### config.mk
export PLATFORM = sky130hd
export DESIGN_NAME = ddr2_cmd_monitor
export DESIGN_NICKNAME = d
export VERILOG_FILES = /design/src/rtl/ddr2_mon_pkg.sv /design/src/rtl/ddr2_pin_decode.sv /design/src/rtl/ddr2_burst_guard.sv /design/src/rtl/ddr2_power_track.sv /design/src/rtl/ddr2_cmd_monitor.sv
export SDC_FILE = /design/constraint.sdc
export NUM_CORES = 1
export LEC_CHECK = 0
export BUFFER_PORTS_ARGS = -buffer_cell sky130_fd_sc_hd__buf_4
export CORE_MARGIN = 2
export CORE_UTILIZATION = 31
export CTS_BUF_LIST = sky130_fd_sc_hd__clkbuf_16
export CTS_CLUSTER_SIZE = 25
export DETAILED_ROUTE_END_ITERATION = 7
export PLACE_DENSITY = 0.64
export REMOVE_ABC_BUFFERS = 1
export SYNTH_ARGS = -nofsm -noshare
export SYNTH_HDL_FRONTEND = slang
export SYNTH_SLANG_ARGS = --single-unit
### constraint.sdc
create_clock -name clk -period 1.99 [get_ports clk]
set_input_delay 0.199 -clock clk [delete_from_list [all_inputs] [get_ports clk]]
set_output_delay 0.199 -clock clk [all_outputs]
set_load 0.02 [all_outputs]
### src/rtl/ddr2_mon_pkg.sv
// Shared types for the DDR2 command monitor.
// Assumes: code values are visible at the top ports and are fixed.
package ddr2_mon_pkg;

    typedef enum logic [3:0] {
        C_NONE      = 4'd0,
        C_DESEL     = 4'd1,
        C_NOP       = 4'd2,
        C_MRS       = 4'd3,
        C_REF       = 4'd4,
        C_SREF_IN   = 4'd5,
        C_SREF_OUT  = 4'd6,
        C_PD_IN     = 4'd7,
        C_PD_OUT    = 4'd8,
        C_PRE_ONE   = 4'd9,
        C_PRE_ALL   = 4'd10,
        C_ACT       = 4'd11,
        C_WR        = 4'd12,
        C_WR_AP     = 4'd13,
        C_RD        = 4'd14,
        C_RD_AP     = 4'd15
    } cmd_e;

    typedef enum logic [1:0] {
        PS_ACTIVE = 2'd0,
        PS_PDOWN  = 2'd1,
        PS_SREF   = 2'd2
    } pstate_e;

endpackage

### src/rtl/ddr2_pin_decode.sv
// Combinational classifier for one sampled cycle of DDR2 control pins.
// Assumes: cke_prev is the clock-enable sampled on the previous edge and
// in_sref tells whether the tracked power state is self-refresh.
module ddr2_pin_decode
    import ddr2_mon_pkg::*;
#(
    parameter int ADDR_W = 14,
    parameter int BA_W   = 3,
    parameter int COL_W  = 10,
    parameter int AP_BIT = 10
) (
    input  logic              cke_prev,
    input  logic              cke,
    input  logic              cs_n,
    input  logic              ras_n,
    input  logic              cas_n,
    input  logic              we_n,
    input  logic [BA_W-1:0]   ba,
    input  logic [ADDR_W-1:0] addr,
    input  logic              in_sref,
    output cmd_e              cmd,
    output logic [BA_W-1:0]   bank_o,
    output logic [ADDR_W-1:0] addr_o,
    output logic              ap,
    output logic              rdwr,
    output logic              bad_cmd
);

    localparam int PAD_W = ADDR_W - COL_W;

    logic [2:0]        strobes;
    logic [ADDR_W-1:0] col_ext;

    assign strobes = {ras_n, cas_n, we_n};
    assign col_ext = {{PAD_W{1'b0}}, addr[COL_W-1:0]};

    // Classify the cycle from the clock-enable history and the strobes.
    always_comb begin
        cmd     = C_NONE;
        bank_o  = '0;
        addr_o  = '0;
        ap      = 1'b0;
        rdwr    = 1'b0;
        bad_cmd = 1'b0;
        unique case ({cke_prev, cke})
            2'b11: begin
                if (cs_n) begin
                    cmd = C_DESEL;
                end else begin
                    unique case (strobes)
                        3'b111: cmd = C_NOP;
                        3'b000: begin
                            cmd    = C_MRS;
                            bank_o = ba;
                            addr_o = addr;
                        end
                        3'b001: cmd = C_REF;
                        3'b010: begin
                            if (addr[AP_BIT]) begin
                                cmd = C_PRE_ALL;
                            end else begin
                                cmd    = C_PRE_ONE;
                                bank_o = ba;
                            end
                        end
                        3'b011: begin
                            cmd    = C_ACT;
                            bank_o = ba;
                            addr_o = addr;
                        end
                        3'b100: begin
                            cmd    = addr[AP_BIT] ? C_WR_AP : C_WR;
                            bank_o = ba;
                            addr_o = col_ext;
                            ap     = addr[AP_BIT];
                            rdwr   = 1'b1;
                        end
                        3'b101: begin
                            cmd    = addr[AP_BIT] ? C_RD_AP : C_RD;
                            bank_o = ba;
                            addr_o = col_ext;
                            ap     = addr[AP_BIT];
                            rdwr   = 1'b1;
                        end
                        default: bad_cmd = 1'b1;
                    endcase
                end
            end
            2'b10: begin
                if (cs_n || strobes == 3'b111) begin
                    cmd = C_PD_IN;
                end else if (strobes == 3'b001) begin
                    cmd = C_SREF_IN;
                end else begin
                    bad_cmd = 1'b1;
                end
            end
            2'b01: begin
                cmd     = in_sref ? C_SREF_OUT : C_PD_OUT;
                bad_cmd = !cs_n && (strobes != 3'b111);
            end
            default: cmd = C_NONE;
        endcase
    end

endmodule

### src/rtl/ddr2_burst_guard.sv
// Tracks the remaining cycles of a fixed-length burst and flags overlap.
// Assumes: is_rdwr is high only for a decoded read or write; a clashing
// command does not restart the burst.
module ddr2_burst_guard #(
    parameter int BURST_LEN = 4
) (
    input  logic clk,
    input  logic rst_n,
    input  logic is_rdwr,
    output logic clash
);

    localparam int BURST_CYC = BURST_LEN / 2;
    localparam int CNT_W     = $clog2(BURST_CYC + 1);

    logic [CNT_W-1:0] cnt_q;

    assign clash = is_rdwr && (cnt_q != '0);

    // Load on an accepted burst, otherwise count down to idle.
    always_ff @(posedge clk) begin
        if (!rst_n) begin
            cnt_q <= '0;
        end else if (is_rdwr && cnt_q == '0) begin
            cnt_q <= CNT_W'(BURST_CYC - 1);
        end else if (cnt_q != '0) begin
            cnt_q <= cnt_q - CNT_W'(1);
        end
    end

    a_r9_reload: assert property (@(posedge clk) disable iff (!rst_n)
        (is_rdwr && cnt_q == '0) |=> (cnt_q == CNT_W'(BURST_CYC - 1)));

    a_r9_countdown: assert property (@(posedge clk) disable iff (!rst_n)
        (cnt_q != '0) |=> (cnt_q == $past(cnt_q) - CNT_W'(1)));

endmodule

### src/rtl/ddr2_power_track.sv
// Power-state machine driven by clock-enable edges, with a power-down
// duration counter and warning.
// Assumes: sref_entry is the decoder's self-refresh entry indication.
module ddr2_power_track
    import ddr2_mon_pkg::*;
#(
    parameter int PD_LIMIT = 8
) (
    input  logic    clk,
    input  logic    rst_n,
    input  logic    cke_prev,
    input  logic    cke,
    input  logic    sref_entry,
    output pstate_e state,
    output logic    warn
);

    localparam int CNT_W = $clog2(PD_LIMIT + 2);
    localparam logic [CNT_W-1:0] CNT_SAT = CNT_W'(PD_LIMIT + 1);

    pstate_e          state_q;
    logic [CNT_W-1:0] cnt_q;

    assign state = state_q;
    assign warn  = (state_q == PS_PDOWN) && (cnt_q > CNT_W'(PD_LIMIT));

    // Move between states on clock-enable edges only.
    always_ff @(posedge clk) begin
        if (!rst_n) begin
            state_q <= PS_ACTIVE;
        end else if (cke_prev && !cke) begin
            state_q <= sref_entry ? PS_SREF : PS_PDOWN;
        end else if (!cke_prev && cke) begin
            state_q <= PS_ACTIVE;
        end
    end

    // Count power-down cycles, saturating just past the limit.
    always_ff @(posedge clk) begin
        if (!rst_n) begin
            cnt_q <= '0;
        end else if (state_q != PS_PDOWN) begin
            cnt_q <= '0;
        end else if (cnt_q != CNT_SAT) begin
            cnt_q <= cnt_q + CNT_W'(1);
        end
    end

    a_r4_hold_low: assert property (@(posedge clk) disable iff (!rst_n)
        (!cke_prev && !cke) |=> $stable(state_q));

    a_r5_rise_active: assert property (@(posedge clk) disable iff (!rst_n)
        (!cke_prev && cke) |=> (state_q == PS_ACTIVE));

    a_r10_clear: assert property (@(posedge clk) disable iff (!rst_n)
        (state_q != PS_PDOWN) |=> (cnt_q == '0));

    a_r3_known_state: assert property (@(posedge clk) disable iff (!rst_n)
        (state_q == PS_ACTIVE || state_q == PS_PDOWN || state_q == PS_SREF));

endmodule

### src/rtl/ddr2_cmd_monitor.sv
// Top of the DDR2 command monitor: keeps the previous clock-enable,
// decodes each cycle, registers the result and tracks power and bursts.
// Assumes: pins are synchronous to clk; outputs lag the sampling edge by
// one cycle.
module ddr2_cmd_monitor
    import ddr2_mon_pkg::*;
#(
    parameter int ADDR_W    = 14,
    parameter int BA_W      = 3,
    parameter int COL_W     = 10,
    parameter int BURST_LEN = 4,
    parameter int PD_LIMIT  = 8
) (
    input  logic              clk,
    input  logic              rst_n,
    input  logic              cke,
    input  logic              cs_n,
    input  logic              ras_n,
    input  logic              cas_n,
    input  logic              we_n,
    input  logic [BA_W-1:0]   ba,
    input  logic [ADDR_W-1:0] addr,
    output logic [3:0]        cmd_code,
    output logic [BA_W-1:0]   cmd_bank,
    output logic [ADDR_W-1:0] cmd_addr,
    output logic              cmd_ap,
    output logic [1:0]        pwr_state,
    output logic              illegal,
    output logic              refresh_warn
);

    localparam int AP_BIT = 10;

    logic              cke_prev;
    cmd_e              dec_cmd;
    logic [BA_W-1:0]   dec_bank;
    logic [ADDR_W-1:0] dec_addr;
    logic              dec_ap;
    logic              dec_rdwr;
    logic              dec_bad;
    logic              burst_clash;
    pstate_e           state;

    cmd_e              cmd_q;
    logic [BA_W-1:0]   bank_q;
    logic [ADDR_W-1:0] addr_q;
    logic              ap_q;
    logic              ill_q;

    // Remember clock-enable from the previous edge.
    always_ff @(posedge clk) begin
        if (!rst_n) cke_prev <= 1'b1;
        else        cke_prev <= cke;
    end

    ddr2_pin_decode #(
        .ADDR_W (ADDR_W),
        .BA_W   (BA_W),
        .COL_W  (COL_W),
        .AP_BIT (AP_BIT)
    ) u_decode (
        .cke_prev (cke_prev),
        .cke      (cke),
        .cs_n     (cs_n),
        .ras_n    (ras_n),
        .cas_n    (cas_n),
        .we_n     (we_n),
        .ba       (ba),
        .addr     (addr),
        .in_sref  (state == PS_SREF),
        .cmd      (dec_cmd),
        .bank_o   (dec_bank),
        .addr_o   (dec_addr),
        .ap       (dec_ap),
        .rdwr     (dec_rdwr),
        .bad_cmd  (dec_bad)
    );

    ddr2_burst_guard #(
        .BURST_LEN (BURST_LEN)
    ) u_burst (
        .clk     (clk),
        .rst_n   (rst_n),
        .is_rdwr (dec_rdwr),
        .clash   (burst_clash)
    );

    ddr2_power_track #(
        .PD_LIMIT (PD_LIMIT)
    ) u_power (
        .clk        (clk),
        .rst_n      (rst_n),
        .cke_prev   (cke_prev),
        .cke        (cke),
        .sref_entry (dec_cmd == C_SREF_IN),
        .state      (state),
        .warn       (refresh_warn)
    );

    // Register the decoded command and its fields.
    always_ff @(posedge clk) begin
        if (!rst_n) begin
            cmd_q  <= C_NONE;
            bank_q <= '0;
            addr_q <= '0;
            ap_q   <= 1'b0;
            ill_q  <= 1'b0;
        end else begin
            cmd_q  <= dec_cmd;
            bank_q <= dec_bank;
            addr_q <= dec_addr;
            ap_q   <= dec_ap;
            ill_q  <= dec_bad || burst_clash;
        end
    end

    assign cmd_code  = cmd_q;
    assign cmd_bank  = bank_q;
    assign cmd_addr  = addr_q;
    assign cmd_ap    = ap_q;
    assign illegal   = ill_q;
    assign pwr_state = state;

    a_r7_ap_only_rdwr: assert property (@(posedge clk) disable iff (!rst_n)
        ap_q |-> (cmd_q == C_RD_AP || cmd_q == C_WR_AP));

    a_r2_deselect: assert property (@(posedge clk) disable iff (!rst_n)
        (cke_prev && cke && cs_n) |=> (cmd_q == C_DESEL && bank_q == '0));

    a_r5_exit_code: assert property (@(posedge clk) disable iff (!rst_n)
        (!cke_prev && cke) |=> (cmd_q == C_PD_OUT || cmd_q == C_SREF_OUT));

endmodule

After elaboration in Yosys (flattened, before gate mapping)
Cells that the tools add are included.

Register bits: 32. Input bits: 24. Word-level logic and storage cells: 80.

Add/sub/neg operators: 2. Magnitude comparators: 1. Equal/unequal tests: 15. Multiplexer cells: 25. Bitwise gates (word level): 3. Reductions and logical operators: 24.

Operator list (number): one-hot mux 14 bit (2 select lines) (1); one-hot mux 4 bit (7 select lines) (1); 2-to-1 mux 4 bit (3); one-hot mux 4 bit (3 select lines) (1); 2-to-1 mux 1 bit (11); equality test 3 bit, second input constant (3); 2-to-1 mux 2 bit (4); OR reduction 2 bit (4); OR reduction 4 bit (2); OR reduction 7 bit (1); equality test 2 bit, second input constant (3); equality test 3 x 2 -> 1 bit, second input constant (2); logical AND 1 bit (6); 2-to-1 mux 3 bit (2); one-hot mux 3 bit (2 select lines) (1); nonzero test 2 bit (3); adder 4 x 1 -> 4 bit, second input constant (1); equality test 2 x 1 -> 1 bit, second input constant (2); equality test 4 x 3 -> 1 bit, second input constant (1); greater-than comparator 4 bit, second input constant (1); inequality test 4 bit, second input constant (1); equality test 3 x 1 -> 1 bit, second input constant (1); zero test 1 bit (3); zero test 3 bit (1); other kinds (8) (11).

Depth between registers and ports, before layout
Gate-level depths: netlist (run 1).

Word-level depth: 7. Depth in mapped cells: 7. Depth with buffers taken out: 6.

By module
From an unflattened synthesis (run 1), not the netlist that was laid out.

Cells, all modules: 167. Area total of the unflattened synthesis: 1534.0 um2.

Modules (own cells, without submodules): ddr2_cmd_monitor (times used 1, cells an instance 52, area each 659.4 um2, sequential area each 480.5 um2); ddr2_pin_decode (times used 1, cells an instance 67, area each 439.2 um2, sequential area each 0.0 um2); ddr2_power_track (times used 1, cells an instance 37, area each 326.6 um2, sequential area each 120.1 um2); ddr2_burst_guard (times used 1, cells an instance 11, area each 108.9 um2, sequential area each 40.0 um2).

Worst setup path before layout (run 1)
OpenSTA, ideal clock, no wires.

Kind: reg-to-reg. Start: register cke_prev. End: register u_power.state_q[0] (netlist: u_power.state[0]). Setup time: 0.125 ns. Data arrival time: 1.451 ns. Required time: 1.865 ns. Slack: 0.414 ns. Cell stages (with the launch flop): 6. Buffers on the path: 0. Clock period less this slack: 1.576 ns. Path through: dfxtp_1 -> ha_1 -> and2b_1 -> a21oi_1 -> o311a_1 -> o41a_1.

Longest elaborated chain between the ends: 5.

Ends and longest elaborated chain: from (decl) (line ddr2_cmd_monitor.sv:34) `logic cke_prev;`; from (signal assigned) (line ddr2_cmd_monitor.sv:53) `else cke_prev <= cke;`; equality test 2 x 1 -> 1 bit or equality test 2 bit (tied branches) (line ddr2_pin_decode.sv:45) `unique case ({cke_prev, cke})`; one-hot mux 4 bit (3 select lines) (line ddr2_pin_decode.sv:45); equality test 4 x 3 -> 1 bit (line ddr2_cmd_monitor.sv:95) `.sref_entry (dec_cmd == C_SREF_IN),`; 2-to-1 mux 2 bit (line ddr2_power_track.sv:32) `state_q <= sref_entry ? PS_SREF : PS_PDOWN;`; 2-to-1 mux 2 bit (line ddr2_power_track.sv:31) `end else if (cke_prev && !cke) begin`; to (signal assigned) (line ddr2_power_track.sv:32); to (decl) (line ddr2_power_track.sv:21) `pstate_e state_q;`.

Several ways; a longest one is shown, not always the timed one. A chain may end at the register's enable or synchronous reset.

Final worst setup path (run 1)
Ends and elaborated chain as after synthesis.

==> metrics.txt, run 1 <==
fin crit period 1.74 ns; Vias/cell 4.60; number of synthesized flops with an enable pin 0; Final Util 0.451; Arr. time, crit path 1.89 ns; sequential-to-total area share from yosys stat 0.466; number of setup buffers added after CTS 0; PnR worst setup slack 0.248 ns; fmax 0.574 GHz; Die H 70.6 µm; CTS tree yes; Resize count post-CTS 0; WL/cell 10.7 µm; 1st-pass router iterations 4; Worst Hold Margin 0.126 ns; fraction of layout cells with a size suffix above 1 0.291; H-tree levels 2; # diodes 0; largest net degree at the start of global routing 17; placer congestion estimate 0.849; Starting Density 0.318; Avg Synthesized Cell Area 8.87 µm²; core area 4320 µm²; post-layout instance area 1950 µm²; ys flop type dfxtp_1; Startpoint Class flip-flop; Reg clk slew, reported paths 0.05 ns; pre-CTS setup slack 0.261 ns; DP HPWL 2.09 mm; CTS Root Cell clkbuf_16; Worst-Margin Slew 0.367 ns; # fillers 465; critical path's slowest cell o41a_1; Max Cap Violations 0; final hold vios 0; Vias 1,188; P&R area growth vs syn 41.9%; initial drt markers 45; die area 4980 µm²; unrepaired setup endpoints after global routing false; Post-Route WL 2.77 mm; Worst Hold Class input pin to flip-flop; DRC errors left 0; Critical Path RT 2.14 ns; Synth Register Bits 32; Worst slew margin 0.752; Crit Path Class flip-flop to flip-flop; leakage power 0.890 nW; CTS Hold Bufs 0; pwr dens 915 nW/µm²; # IOs 50; Max stage delay on crit path 0.38 ns; cell count after synthesis 155; total gr overflow 0; initial antenna violation count 0; Routed Antenna Nets 0; status finished, final reports clean; TritonCTS buffer count 5; Clock Sinks 32; global-route wire length before repair 4.78 mm; Yosys Warn Count 0; Tcrit/Tclk final 0.875; setup_tns 0 ns; setup violators final 0; clk_lat worst skew 0.27 ns; CP cell instances ha_1, and2b_1, a21oi_1, o311a_1, o41a_1; number of port buffers 49; final layout net count 237; final slew viol count 0; clk buf depth 2; asr flop ratio synth 0; number of global-route vias before repair 1,101; Post-DP Area 1780 µm²; clk_skew 0.00269 ns; worst vdd ir 0.464 mV; CP Capture Type flip-flop; CP Max Fanout 7; post-synth design cell area 1380 µm²; gr usage total 0.121; cell row count 24; Yosys cell types 35; Die Span X 70.6 µm
worst paths after layout:
path | from | to | slack, ns | depth (start not counted)
setup / recovery | cke_prev | u_power.state[0] | 0.25 | 5
hold / removal | addr[13] | cmd_addr[13] | 0.13 | 2
setup reg to reg | cke_prev | u_power.state[0] | 0.25 | 5
hold reg to reg | u_burst.cnt_q[0] | u_burst.cnt_q[0] | 0.49 | 2
cells by family (layout without fill, tap and decap cells):
| group | Yosys count | after routing | share of synthesized area |
|---|---|---|---|
| DFF | 32 | 32 | 0.466 |
| adders and majority gates | 8 | 8 | 0.0728 |
| AOI/OAI and AO/OA | 27 | 27 | 0.124 |
| xor gates and xnor gates | 4 | 4 | 0.0255 |
| muxes | 2 | 2 | 0.0155 |
| and+or+nand+nor | 62 | 62 | 0.241 |
| buffers and inverters | 20 | 71 | 0.0555 |
layer usage:
metal	global-route usage	routed length, µm	vias up
met5	0	0	-
met4	0.0566	47	0
met3	0.0499	225	5
met2	0.182	1200	41
met1	0.151	1300	525
li1	-	-	617
worst max-delay path, delay by kind of cell, from the launching register on:
family,cells,cell delay [ns]
and+or+nand+nor,1,0.27
adders and majority gates,1,0.23
DFF,1,0.34
AOI/OAI and AO/OA,3,0.77
cell usage after synthesis (all sizes together), types with 5 or more instances:
master,instances,share of area
dfxtp,32,0.47
and2,14,0.064
inv,14,0.038
nand2,12,0.033
nor2,12,0.033
o21ai,12,0.044
ha,8,0.073
a21oi,5,0.018
clkbuf,5,0.014
nor2b,5,0.023
cell usage in the layout, fill, tap and decap left out, types with 2 or more instances in the layout:
cell type and n:
buf_4 49, dfxtp_1 32, and2_1 14, inv_1 13, nor2_1 12, nand2_1 12, o21ai_0 12, ha_1 8
a21oi_1 5, nor2b_1 5, clkbuf_16 5, nand3_1 3, xor2_1 3, nor3_1 3, and2b_1 2, and3_1 2
nand2b_1 2, nand3b_1 2, nand4_1 2, a31oi_1 2
stage by stage:
step           std cells  total power, mW
3_5_place_dp         250            0.950
2_1_floorplan        149            0.853
4_1_cts              258             1.82
6_report             258             1.79
3_3_place_gp         250            0.945
5_1_grt              258             1.89
registers in the layout, indices dropped and copies added, names as in the netlist:
| register | count |
|---|---|
| cmd_addr | 14 |
| cmd_code | 4 |
| u_power.cnt_q | 4 |
| cmd_bank | 3 |
| u_burst.cnt_q | 2 |
| u_power.state | 2 |
| cke_prev | 1 |
| cmd_ap | 1 |
| illegal | 1 |
cell type report:
class | instances | area [µm²] | area share
clock inverter | 3 | 42.5 | 0.0218
multi-input combinational | 103 | 658 | 0.337
sequential | 32 | 641 | 0.328
clock buffer | 5 | 125 | 0.0641
inverter | 14 | 52.6 | 0.0269
tap | 52 | 65.1 | 0.0333
timing repair buffer | 49 | 368 | 0.188
power breakdown:
| group | switching [mW] | internal [mW] | total (mW) |
|---|---|---|---|
| Sequential | 0.0125 | 0.676 | 0.689 |
| Combinational | 0.130 | 0.115 | 0.245 |
| Clock | 0.265 | 0.587 | 0.851 |
(Power assumes the default switching activity.)
==> run 2, diff against run 1 <==
--- a/config.mk
+++ b/config.mk
@@ -7,12 +7,13 @@
 export LEC_CHECK = 0
 export BUFFER_PORTS_ARGS = -buffer_cell sky130_fd_sc_hd__buf_4
 export CORE_MARGIN = 2
-export CORE_UTILIZATION = 31
+export CORE_UTILIZATION = 43
 export CTS_BUF_LIST = sky130_fd_sc_hd__clkbuf_16
 export CTS_CLUSTER_SIZE = 25
 export DETAILED_ROUTE_END_ITERATION = 7
-export PLACE_DENSITY = 0.64
+export PLACE_DENSITY = 0.81
 export REMOVE_ABC_BUFFERS = 1
 export SYNTH_ARGS = -nofsm -noshare
 export SYNTH_HDL_FRONTEND = slang
 export SYNTH_SLANG_ARGS = --single-unit
+export TNS_END_PERCENT = 50
==> constraint.sdc (replaced) <==
create_clock -name clk -period 2.1 [get_ports clk]
set_input_delay 0.21 -clock clk [delete_from_list [all_inputs] [get_ports clk]]
set_output_delay 0.21 -clock clk [all_outputs]
set_load 0.02 [all_outputs]
==> metrics.txt, run 2 (synthesized netlist as in run 1, its figures left out) <==
status finished, final reports clean; fin crit period 1.70 ns; CTS tree yes; Vias/cell 4.93; Worst-Margin Slew 0.327 ns; cell row count 20; Die Span X 60.6 µm; Worst slew margin 0.779; Reg clk slew, reported paths 0.05 ns; Worst Hold Class input pin to flip-flop; DRC errors left 0; CTS Hold Bufs 0; commonest non-fill, non-tap cells in the layout buf_4 (49), dfxtp_1 (32), and2_1 (14); CP Max Fanout 7; WL/cell 10.9 µm; PnR worst setup slack 0.398 ns; Hold Crit Depth 2; final layout net count 237; depth of the most critical reg-to-reg path 5; number of setup buffers added after CTS 0; Post-DP Area 1770 µm²; fraction of layout cells with a size suffix above 1 0.282; Starting Density 0.450; clk_lat worst skew 0.27 ns; fmax 0.587 GHz; Post-Route WL 2.74 mm; largest net degree at the start of global routing 17; Critical Path RT 2.25 ns; unrepaired setup endpoints after global routing false; # diodes 0; Clock Sinks 32; clk_skew 0.00356 ns; core area 3050 µm²; total gr overflow 0; setup violators final 0; die area 3670 µm²; setup_tns 0 ns; H-tree levels 2; Routed Antenna Nets 0; final slew viol count 0; # fillers 265; leakage power 0.889 nW; TritonCTS buffer count 5; clk buf depth 2; Top Usage Layer GRT met2; Die H 60.6 µm; most common cell after layout, fill and taps aside buf_4; Startpoint Class flip-flop; worst vdd ir 0.582 mV; Vias 1,233; placer congestion estimate 0.832; Max Cap Violations 0; post-layout instance area 1940 µm²; grt met1 use 0.210; Resize count post-CTS 0; met3 usage in global routing 0.0469; # IOs 50; Tcrit/Tclk final 0.811; Crit Path Class flip-flop to flip-flop; CTS Root Cell clkbuf_16; CP Capture Type flip-flop; P&R area growth vs syn 40.9%; pre-CTS setup slack 0.372 ns; initial drt markers 51; 1st-pass router iterations 4; global-route wire length before repair 4.53 mm; number of global-route vias before repair 1,067; met2 Track Usage GR 0.256; pwr dens 864 nW/µm²; max reg flops 14; gr usage total 0.166; number of port buffers 49; initial antenna violation count 0; final hold vios 0; DP HPWL 2.06 mm; Arr. time, crit path 1.86 ns
## run 2: changes by cell type in the layout (fill, tap and decap cells not counted), sizes merged
cell	previous run	this run
clkinvlp	1	0
clkinv	1	2
## run 2: through the flow
step | std cells | util | power (mW) | hold WS, ns
5_1_grt | 250 | 0.634 | 1.76 | 0.143
4_1_cts | 250 | 0.634 | 1.69 | 0.138
3_5_place_dp | 242 | 0.581 | 0.900 | 0.415
6_report | 250 | 0.634 | 1.67 | 0.142
2_1_floorplan | 149 | - | 0.809 | 0.279
3_3_place_gp | 242 | 0.581 | 0.893 | 0.412
## run 2: worst paths after layout
check	from	end	slack, ns
worst max-delay path	cke_prev	u_power.state[0]	0.40
worst min-delay path	addr[12]	cmd_addr[12]	0.14
worst max register to register	cke_prev	u_power.state[0]	0.40
worst min register to register	u_burst.cnt_q[0]	u_burst.cnt_q[0]	0.48
## run 2: metal layers
| layer | share of wire | routed length (µm) |
|---|---|---|
| met5 | 0 | 0 |
| met1 | 0.45 | 1230 |
| met3 | 0.091 | 249 |
| met4 | 0.021 | 57 |
| met2 | 0.44 | 1200 |
## run 2: cell type report
type | count | area, µm² | share of cell area
Timing Repair Buffer | 49 | 368 | 0.190
Sequential cell | 32 | 641 | 0.331
Clock buffer | 5 | 125 | 0.0646
Multi-Input combinational cell | 103 | 658 | 0.340
Inverter | 14 | 52.6 | 0.0271
Clock inverter | 3 | 37.5 | 0.0194
Tap cell | 44 | 55.1 | 0.0284
## run 2: power by group
group	switching (mW)	internal (mW)
Clock	0.236	0.550
Sequential	0.0122	0.642
Combinational	0.124	0.110
## run 2: worst max-delay path: stages (launching register included)
cell,delay (ns)
dfxtp_1,0.34
ha_1,0.21
and2b_1,0.27
a21oi_1,0.06
o311a_1,0.33
o41a_1,0.37
==> run 3, diff against run 2 <==
==> constraint.sdc (replaced) <==
create_clock -name clk -period 1.6 [get_ports clk]
set_input_delay 0.16 -clock clk [delete_from_list [all_inputs] [get_ports clk]]
set_output_delay 0.16 -clock clk [all_outputs]
set_load 0.02 [all_outputs]
==> metrics.txt, run 3 (synthesized netlist as in run 1, its figures left out) <==
total gr overflow 0; hold path endpoint cmd_addr[12]; cell row count 20; worst reg2reg endpoint u_power.state[0]; TritonCTS buffer count 5; core area 3050 µm²; DRC errors left 0; Clock Sinks 32; unrepaired setup endpoints after global routing true; final slew viol count 0; Startpoint Class flip-flop; Starting Density 0.450; clk buf depth 2; setup_tns 0 ns; CP Max Fanout 5; clk_skew 0.00394 ns; CTS Root Cell clkbuf_16; P&R area growth vs syn 44.7%; Final Util 0.652; leakage power 0.913 nW; depth of the most critical reg-to-reg path 5; die area 3670 µm²; Reg clk slew, reported paths 0.05 ns; number of global-route vias before repair 1,062; HP Start addr[12]; worst vdd ir 0.626 mV; Critical R2R Launch cke_prev; final layout net count 245; fin crit period 1.57 ns; Arr. time, crit path 1.71 ns; Vias/cell 4.71; # IOs 50; DP HPWL 2.14 mm; Routed Antenna Nets 0; Worst Hold Class input pin to flip-flop; largest net degree at the start of global routing 11; Post-DP Area 1830 µm²; Critical Path RT 1.75 ns; gr usage total 0.171; WL/cell 11.1 µm; setup violators final 0; met3 usage in global routing 0.0490; commonest non-fill, non-tap cells in the layout buf_4 (57), dfxtp_1 (31), and2_1 (14); Max Cap Violations 0; met2 Track Usage GR 0.276; Crit Path Class flip-flop to flip-flop; CTS tree yes; Post-Route WL 2.86 mm; clk_lat worst skew 0.26 ns; placer congestion estimate 0.810; Top Usage Layer GRT met2; pwr dens 1010 nW/µm²; initial drt markers 35; Tot Pwr 2.02 mW; fmax 0.637 GHz; 1st-pass router iterations 4; most common cell after layout, fill and taps aside buf_4; Hold Crit Depth 2; number of port buffers 49; grt met1 use 0.211; Die Span X 60.6 µm; max reg flops 14; Vias 1,210; fraction of layout cells with a size suffix above 1 0.343; Worst-Margin Slew 0.342 ns; initial antenna violation count 0; # diodes 0; final hold vios 0; CP Capture Type flip-flop; H-tree levels 2; Worst Hold Margin 0.0967 ns; status finished, final reports clean; post-layout instance area 1990 µm²; Tcrit/Tclk final 0.981; Worst slew margin 0.769; worst reg-to-reg setup slack 0.03 ns; Die H 60.6 µm; CTS Hold Bufs 0; global-route wire length before repair 4.64 mm
run 3: cell count changes in the layout (fill, tap and decap cells not counted), moves of 2 or more:
cell	previous run	this run
ha_1	8	5
o21ai_0	12	10
buf_4	49	57
ha_2	0	3
o21ai_1	0	2
run 3: worst max-delay path by stage:
stage	cells past startpoint	endpoint	startpoint	slack (ns)
6_report	5	u_power.state[0]	cke_prev	0.03
5_1_grt	5	u_power.state[0]	cke_prev	-0.02
4_1_cts	5	u_power.state[0]	cke_prev	0.0006
3_5_place_dp	5	u_power.state[0]	cke_prev	-0.01
3_3_place_gp	5	u_power.state[0]	cke_prev	0.02
2_1_floorplan	5	u_power.state[0]	cke_prev	0.03
run 3: timing repair:
action	CTS	global route
pin swaps	0	0
resized for setup	2	8
setup buffers	0	0
endpoints found under the setup margin	1	12
run 3: area by class of cell:
class,instances,area (µm²)
Clock buffer,5,125
Clock inverter,2,7.51
Fill cell,251,1060
Inverter,14,52.6
Multi-Input combinational cell,103,679
Sequential cell,32,642
Tap cell,44,55.1
Timing Repair Buffer,57,428
run 3: critical path: stages (launching register included):
cell and delay, ns:
dfxtp_2 0.32, ha_2 0.17, and2b_2 0.22, buf_4 0.14, a31o_1 0.19, o41a_1 0.41
run 3: through the flow:
stage	std cells	setup slack (ns)
2_1_floorplan	149	0.0252
3_3_place_gp	250	0.0174
3_5_place_dp	250	-0.0111
4_1_cts	257	0.000626
5_1_grt	257	-0.0159
6_report	257	0.0303
run 3: metal layers:
metal  wire [µm]  up-vias
li1            -      632
met1        1310      526
met2        1290       50
met3         236        2
met4          34        0
met5           0        -
run 3: power breakdown:
group | switching (mW) | internal (mW) | total [mW] | leakage, nW
registers | 0.0169 | 0.843 | 0.860 | 0.260
clock network | 0.279 | 0.552 | 0.832 | 0.0648
logic | 0.168 | 0.158 | 0.326 | 0.589
